$ cat config.mk
export PLATFORM = sky130hd
export DESIGN_NAME = avs_ctrl
export DESIGN_NICKNAME = d
export VERILOG_FILES = /design/src/rtl/avs_pkg.sv /design/src/rtl/avs_speed_cmp.sv /design/src/rtl/avs_target.sv /design/src/rtl/avs_vr_port.sv /design/src/rtl/avs_ctrl.sv
export SDC_FILE = /design/constraint.sdc
export NUM_CORES = 1
export LEC_CHECK = 0
export BUFFER_PORTS_ARGS = -buffer_cell sky130_fd_sc_hd__buf_2
export CORE_UTILIZATION = 28
export DETAILED_ROUTE_END_ITERATION = 8
export PLACE_DENSITY_LB_ADDON = 0.25
export SYNTH_ARGS = -nofsm -noshare
export SYNTH_HDL_FRONTEND = slang
export SYNTH_SLANG_ARGS = --single-unit
$ cat constraint.sdc
create_clock -name clk -period 9.6 [get_ports clk]
set_input_delay 0.48 -clock clk [delete_from_list [all_inputs] [get_ports clk]]
set_output_delay 0.48 -clock clk [all_outputs]
set_load 0.005 [all_outputs]
$ cat src/rtl/avs_pkg.sv
package avs_pkg;
    typedef enum logic [2:0] {
        ST_DISABLED,
        ST_LOWER,
        ST_PROBE_REQ,
        ST_PROBE_WAIT,
        ST_TRACK,
        ST_IDLE
    } avs_state_e;
endpackage

$ cat src/rtl/avs_speed_cmp.sv
module avs_speed_cmp #(
    parameter int CW = 16
) (
    input  logic [CW-1:0] count,
    input  logic [CW-1:0] target,
    input  logic [CW-1:0] band,
    output logic          too_slow,
    output logic          too_fast
);
    localparam int XW = CW + 1;

    logic [XW-1:0] cnt_plus_band;
    logic [XW-1:0] tgt_plus_band;

    always_comb begin
        cnt_plus_band = {1'b0, count}  + {1'b0, band};
        tgt_plus_band = {1'b0, target} + {1'b0, band};
        too_slow = cnt_plus_band < {1'b0, target};
        too_fast = {1'b0, count} > tgt_plus_band;
    end
endmodule

$ cat src/rtl/avs_target.sv
module avs_target #(
    parameter int VW = 8
) (
    input  logic [VW-1:0] loop_code,
    input  logic [VW-1:0] vmin_code,
    input  logic [VW-1:0] vmax_code,
    input  logic [VW-1:0] cap_code,
    input  logic [VW-1:0] ret_code,
    input  logic [VW-1:0] droop_boost,
    input  logic          droop_on,
    input  logic          idle_on,
    input  logic          idle_off_sel,
    output logic [VW-1:0] target
);
    localparam logic [VW-1:0] CODE_TOP = {VW{1'b1}};

    logic [VW-1:0] bounded;
    logic [VW:0]   boost_sum;
    logic [VW-1:0] boosted;
    logic [VW-1:0] level;

    always_comb begin
        if (loop_code < vmin_code)      bounded = vmin_code;
        else if (loop_code > vmax_code) bounded = vmax_code;
        else                            bounded = loop_code;

        boost_sum = {1'b0, bounded} + {1'b0, droop_boost};
        boosted   = boost_sum[VW] ? CODE_TOP : boost_sum[VW-1:0];

        if (idle_on)       level = idle_off_sel ? '0 : ret_code;
        else if (droop_on) level = boosted;
        else               level = bounded;

        target = (level > cap_code) ? cap_code : level;
    end
endmodule

$ cat src/rtl/avs_vr_port.sv
module avs_vr_port #(
    parameter int VW = 8,
    parameter int SW = 8,
    parameter logic [VW-1:0] SAFE_CODE = 8'hC0
) (
    input  logic          clk,
    input  logic          rst_n,
    input  logic [VW-1:0] target,
    input  logic          droop_on,
    input  logic [SW-1:0] settle_cycles,
    input  logic          vr_ack,
    output logic [VW-1:0] vr_code,
    output logic          vr_valid,
    output logic          busy
);
    logic [SW-1:0] settle_q;

    always_ff @(posedge clk or negedge rst_n) begin
        if (!rst_n) begin
            vr_code  <= SAFE_CODE;
            vr_valid <= 1'b0;
            settle_q <= '0;
        end else if (vr_valid) begin
            if (vr_ack) begin
                vr_valid <= 1'b0;
                settle_q <= settle_cycles;
            end
        end else if (settle_q != '0) begin
            settle_q <= settle_q - 1'b1;
        end else if (target != vr_code) begin
            vr_valid <= 1'b1;
            if (target < vr_code || droop_on) vr_code <= target;
            else                              vr_code <= vr_code + 1'b1;
        end
    end

    assign busy = vr_valid || (settle_q != '0);

    p_hold_r2: assert property (@(posedge clk) disable iff (!rst_n)
        (vr_valid && !vr_ack) |=> (vr_valid && $stable(vr_code)));

    p_settle_gap_r2: assert property (@(posedge clk) disable iff (!rst_n)
        (vr_valid && vr_ack && settle_cycles != '0) |=> !vr_valid);

    p_up_step_r3: assert property (@(posedge clk) disable iff (!rst_n)
        ($rose(vr_valid) && !$past(droop_on) && vr_code > $past(vr_code))
        |-> vr_code == $past(vr_code) + 1'b1);
endmodule

$ cat src/rtl/avs_ctrl.sv
module avs_ctrl
    import avs_pkg::*;
#(
    parameter int VW = 8,
    parameter int CW = 16,
    parameter int TW = 20,
    parameter int SW = 8,
    parameter logic [VW-1:0] SAFE_CODE = 8'hC0
) (
    input  logic          clk,
    input  logic          rst_n,
    input  logic          enable,
    input  logic          idle_req,
    input  logic          idle_off_sel,
    input  logic          pstate_change,
    input  logic          osc_valid,
    input  logic [CW-1:0] osc_count,
    input  logic [CW-1:0] osc_target,
    input  logic [CW-1:0] osc_band,
    input  logic          ted_err,
    input  logic          droop_alarm,
    input  logic [VW-1:0] droop_boost,
    output logic          probe_start,
    input  logic          probe_done,
    input  logic          probe_fail,
    input  logic [VW-1:0] vmin_code,
    input  logic [VW-1:0] vmax_code,
    input  logic [VW-1:0] ret_code,
    input  logic [VW-1:0] cap_code,
    input  logic [TW-1:0] search_period,
    input  logic [SW-1:0] settle_cycles,
    output logic [VW-1:0] vr_code,
    output logic          vr_valid,
    input  logic          vr_ack
);
    localparam int XTW = TW + 1;

    avs_state_e    st_q, st_n;
    logic [VW-1:0] loop_q, loop_n;
    logic [TW-1:0] tmr_q, tmr_n;
    logic [VW-1:0] target;
    logic          busy, settled;
    logic          too_slow, too_fast;
    logic          can_up, can_down;
    logic [XTW-1:0] tmr_inc;

    avs_speed_cmp #(.CW(CW)) u_cmp (
        .count   (osc_count),
        .target  (osc_target),
        .band    (osc_band),
        .too_slow(too_slow),
        .too_fast(too_fast)
    );

    avs_target #(.VW(VW)) u_tgt (
        .loop_code   (loop_q),
        .vmin_code   (vmin_code),
        .vmax_code   (vmax_code),
        .cap_code    (cap_code),
        .ret_code    (ret_code),
        .droop_boost (droop_boost),
        .droop_on    (droop_alarm),
        .idle_on     (st_q == ST_IDLE),
        .idle_off_sel(idle_off_sel),
        .target      (target)
    );

    avs_vr_port #(.VW(VW), .SW(SW), .SAFE_CODE(SAFE_CODE)) u_vr (
        .clk          (clk),
        .rst_n        (rst_n),
        .target       (target),
        .droop_on     (droop_alarm),
        .settle_cycles(settle_cycles),
        .vr_ack       (vr_ack),
        .vr_code      (vr_code),
        .vr_valid     (vr_valid),
        .busy         (busy)
    );

    assign settled  = !busy && (vr_code == target);
    assign can_up   = loop_q < vmax_code;
    assign can_down = loop_q > vmin_code;
    assign tmr_inc  = {1'b0, tmr_q} + 1'b1;

    // state register
    always_ff @(posedge clk or negedge rst_n) begin
        if (!rst_n) begin
            st_q   <= ST_DISABLED;
            loop_q <= SAFE_CODE;
            tmr_q  <= '0;
        end else begin
            st_q   <= st_n;
            loop_q <= loop_n;
            tmr_q  <= tmr_n;
        end
    end

    // next-state logic
    always_comb begin
        st_n   = st_q;
        loop_n = loop_q;
        tmr_n  = tmr_q;
        if (!enable) begin
            st_n   = ST_DISABLED;
            loop_n = vmax_code;
            tmr_n  = '0;
        end else if (idle_req) begin
            st_n  = ST_IDLE;
            tmr_n = '0;
        end else if (st_q == ST_DISABLED || st_q == ST_IDLE) begin
            st_n   = ST_LOWER;
            loop_n = vmax_code;
        end else if (pstate_change) begin
            st_n   = ST_LOWER;
            loop_n = vmax_code;
            tmr_n  = '0;
        end else if (ted_err) begin
            st_n   = ST_TRACK;
            loop_n = can_up ? loop_q + 1'b1 : loop_q;
            tmr_n  = '0;
        end else begin
            unique case (st_q)
                ST_LOWER: begin
                    if (can_down) begin
                        loop_n = loop_q - 1'b1;
                        st_n   = ST_PROBE_REQ;
                    end else begin
                        st_n = ST_TRACK;
                    end
                end
                ST_PROBE_REQ: begin
                    if (settled) st_n = ST_PROBE_WAIT;
                end
                ST_PROBE_WAIT: begin
                    if (probe_done) begin
                        if (probe_fail) begin
                            loop_n = loop_q + 1'b1;
                            st_n   = ST_TRACK;
                            tmr_n  = '0;
                        end else begin
                            st_n = ST_LOWER;
                        end
                    end
                end
                ST_TRACK: begin
                    if (settled) begin
                        if (tmr_inc >= {1'b0, search_period}) begin
                            st_n  = ST_LOWER;
                            tmr_n = '0;
                        end else begin
                            tmr_n = tmr_inc[TW-1:0];
                        end
                        if (osc_valid) begin
                            if (too_slow && can_up)
                                loop_n = loop_q + 1'b1;
                            else if (too_fast && can_down)
                                loop_n = loop_q - 1'b1;
                        end
                    end
                end
                ST_DISABLED, ST_IDLE: begin
                    st_n = ST_LOWER;
                end
                default: st_n = ST_DISABLED;
            endcase
        end
    end

    // outputs
    always_comb begin
        probe_start = (st_q == ST_PROBE_REQ) && settled && enable && !idle_req
                      && !pstate_change && !ted_err;
    end

    p_cap_r8: assert property (@(posedge clk) disable iff (!rst_n)
        $rose(vr_valid) |-> vr_code <= $past(cap_code));

    p_probe_settled_r4: assert property (@(posedge clk) disable iff (!rst_n)
        probe_start |-> !vr_valid);

    p_fail_back_r4: assert property (@(posedge clk) disable iff (!rst_n)
        (st_q == ST_PROBE_WAIT && probe_done && probe_fail && enable && !idle_req
         && !pstate_change && !ted_err)
        |=> (loop_q == $past(loop_q) + 1'b1 && st_q == ST_TRACK));

    p_ted_up_r6: assert property (@(posedge clk) disable iff (!rst_n)
        (enable && !idle_req && !pstate_change && ted_err && can_up
         && st_q != ST_DISABLED && st_q != ST_IDLE)
        |=> loop_q == $past(loop_q) + 1'b1);

    p_idle_hold_r9: assert property (@(posedge clk) disable iff (!rst_n)
        (st_q == ST_IDLE && idle_req && enable) |=> $stable(loop_q));

    p_no_probe_off_r1: assert property (@(posedge clk) disable iff (!rst_n)
        !enable |-> !probe_start);
endmodule

==> results.md <==
* PwrDens at 121 mW/mm^2
* Met1 usage at 21.6%
* Cts hold-fix bufs at 0
* Path category of the worst min-delay check: in -> async
* Clock buffer depth at 2
* Setup TNS at 0 ns
* Critical Path RT at 9.12 ns
* Internal Pwr Total at 0.596 mW
* Nets@finish at 1371
* Async S/R FF share, synth at 100%
* Met3 Resource Use GR at 2.72%
* Worst clock skew at 0.00985 ns
* Failing checks: DRC
* Synth top area share at 21.2%
* Synthesis-to-finish area growth at 15.7%
* Cell mode on critical path: ha_1
* Worst slew pin tran at 0.902 ns
* Initial Util at 28.8%
* First-pass GRT wire length at 35800 um
* Synth cell types at 78
* Largest net degree at the start of global routing at 49
* Post-synth top cells: ha_1 (128), inv_1 (100), nand2_1 (73)
* Initial antenna violation count at 5
* Area leader, netlist: ha_1
* Synth warn at 0
* Met2 Use GR at 26.1%
* Synth area leaders: ha_1 (21%), dfrtp_1 (15%), inv_1 (5.0%), a21oi_1 (4.3%), o21ai_0 (4.2%)
* Final setup viols at 0
* Sw Ratio at 43.7%
* Layout Cells excl Fill at 1451
* Slowest CP cell: o21bai_1
* Root buffer cell: clkbuf_16
* WL/cell at 15.1 um
* Total gr overflow at 0
* Minimum clock period at 8.08 ns
* Core area at 0.0262 sq mm
* Cell row count at 59
* Clock Pin Slew Worst Setup and Hold Paths at 0.07 ns
* Flop pwr share at 23.4%
* Total number of vias at 7426
* Largest stage delay, worst path at 0.51 ns
* Die area at 0.0276 sq mm
* Post-synthesis cell area at 0.00754 sq mm
* Via-to-Cell Ratio at 5.12
* DRC viols at 26
* Final period util at 84.2%
* Number of buffers created by CTS at 5
* RSZ-0062 raised after global routing: false
* Worst skew pair latency at 0.30 ns
* IO Port Bufs at 137
* Initial DRC Count at 518
* Vias in the first global route at 7229
* First-pass detailed-route iteration total at 7
* Sw power at 0.462 mW
* Dpl cells at 1440
* Crit Path Class: reg -> out
* Post-CTS Setup Inserts at 0
* CP startpoint kind: register
* Max-slew headroom at 39.1%
* Synthesized Nets at 1249
* Max VDD drop at 67.6 uV
* CTS H-tree lvls at 2
* Max Freq at 0.124 GHz
* Status: finished, violations left
* Register bit total from synthesis at 48
* Combinational power share at 59.0%
* Max-cap violations at 0
* Filler cells at 2837
* Hold Fails Final Rpt at 0
* Post-synth EDFFs at 0
* CP Capture Type: primary output
* Crit-path max FO at 13
* Layout cells sized above 1 at 15.9%
* HPWL Detailed at 18300 um
* Leak at 4.35 nW
* Gpl congestion at 0.924
* Clock sinks at 48
* Detailed Route WL at 21900 um
* Boundary Pins at 138
* Main synth FF type: dfrtp_1
* Arrival @ worst endpoint at 7.60 ns
* Final Max Tran Viols at 0
* Busiest grt layer: met2
* Chip height at 166 um
* Register-to-Register Setup Slack at 1.62 ns
* Die Wd at 166 um
* Post-route ant nets at 0
* Sequential-to-total area share from yosys stat at 16.0%
* CTS tree: done
* Clock power share at 17.6%
* GRT Total Usage at 15.8%
* Syn Area/Cell at 7.62 sq um
* Count leader, synth: ha_1
* Mapped Cells at 990
* Post_cts resized at 0
power by group through the flow:
stage               Combinational, mW  Sequential [mW]  Clock [mW]
floorplan                       0.458            0.239           0
global placement                0.621            0.250           0
detailed placement              0.620            0.251           0
CTS                             0.625            0.247       0.194
global route                    0.707            0.251       0.198
finish                          0.624            0.248       0.186
routing by layer:
| layer | share of wire, % | wire length, um |
|---|---|---|
| met3 | 5.7 | 1240 |
| met5 | 0.11 | 24 |
| met1 | 49 | 10600 |
| met2 | 45 | 9800 |
| met4 | 0.80 | 174 |
metrics by stage:
step / instance area, sq um / hold slack [ns] / utilization [%] / power [mW] / setup WS [ns]
floorplan: 7540 / 0.184 / - / 0.697 / 2.40
global placement: 8570 / 0.501 / 32.7 / 0.871 / 1.60
detailed placement: 8570 / 0.504 / 32.7 / 0.871 / 1.61
CTS: 8720 / 0.335 / 33.3 / 1.07 / 1.56
global route: 8720 / 0.368 / 33.3 / 1.16 / 0.747
finish: 8730 / 0.310 / 33.3 / 1.06 / 1.52
worst max-delay path, delay by kind of cell, from the launching register on:
kind,cells,cell delay [ns]
XOR/XNOR,1,0.17
flip-flops,1,0.48
AO/OA/AOI/OAI,11,2.90
adder cells (fa/ha/maj),4,1.26
AND/OR/NAND/NOR,10,1.84
buffers and inverters,2,0.29
multiplexers,1,0.37
state kept, by name, indices dropped and copies added, names as in the netlist:
signal         flops
tmr_q             20
st_q               3
u_vr.vr_code       8
loop_q             8
u_vr.vr_valid      1
u_vr.settle_q      8
final cells by class:
cell class	instances	area [sq um]	area share, %
sequential	48	1210	13.8
multi-input combinational	815	5850	67.0
inverter	100	375	4.30
tap	335	419	4.80
timing repair buffer	142	723	8.28
antenna	4	10.0	0.115
clock buffer	6	139	1.59
clock inverter	1	8.76	0.100
cells in the final DEF (no fill, tap or decap), types with 28 or more instances in the layout:
cell type	n
buf_2	137
ha_1	128
inv_1	100
nand2_1	73
nor2_1	66
a21oi_1	65
o21ai_0	63
nand3_1	45
dfrtp_1	44
a21o_1	29
nor3_1	29
xnor2_1	28
path summary, 6_finish.rpt:
| check | cells past startpoint | endpoint | from |
|---|---|---|---|
| hold / removal | 2 | u_vr.vr_code[4] | rst_n |
| hold reg to reg | 2 | tmr_q[9] | tmr_q[9] |
| min in group clk | 2 | st_q[0] | probe_done |
| max in group asynchronous | 2 | u_vr.settle_q[3] | rst_n |
| setup reg to reg | 33 | tmr_q[15] | loop_q[1] |
| setup / recovery | 29 | probe_start | loop_q[1] |
logic make-up (layout without fill, tap and decap cells):
kind of cell	after synthesis	after routing	synth area share [%]
simple gates	323	323	21.6
compound gates	295	295	25.8
fa+ha+maj	131	131	22.0
buf+inv	127	249	6.50
flops	48	48	16.0
xor+xnor	47	47	5.46
mux	19	19	2.62
other cells	0	4	0
Power figures use the tool's default switching activity.
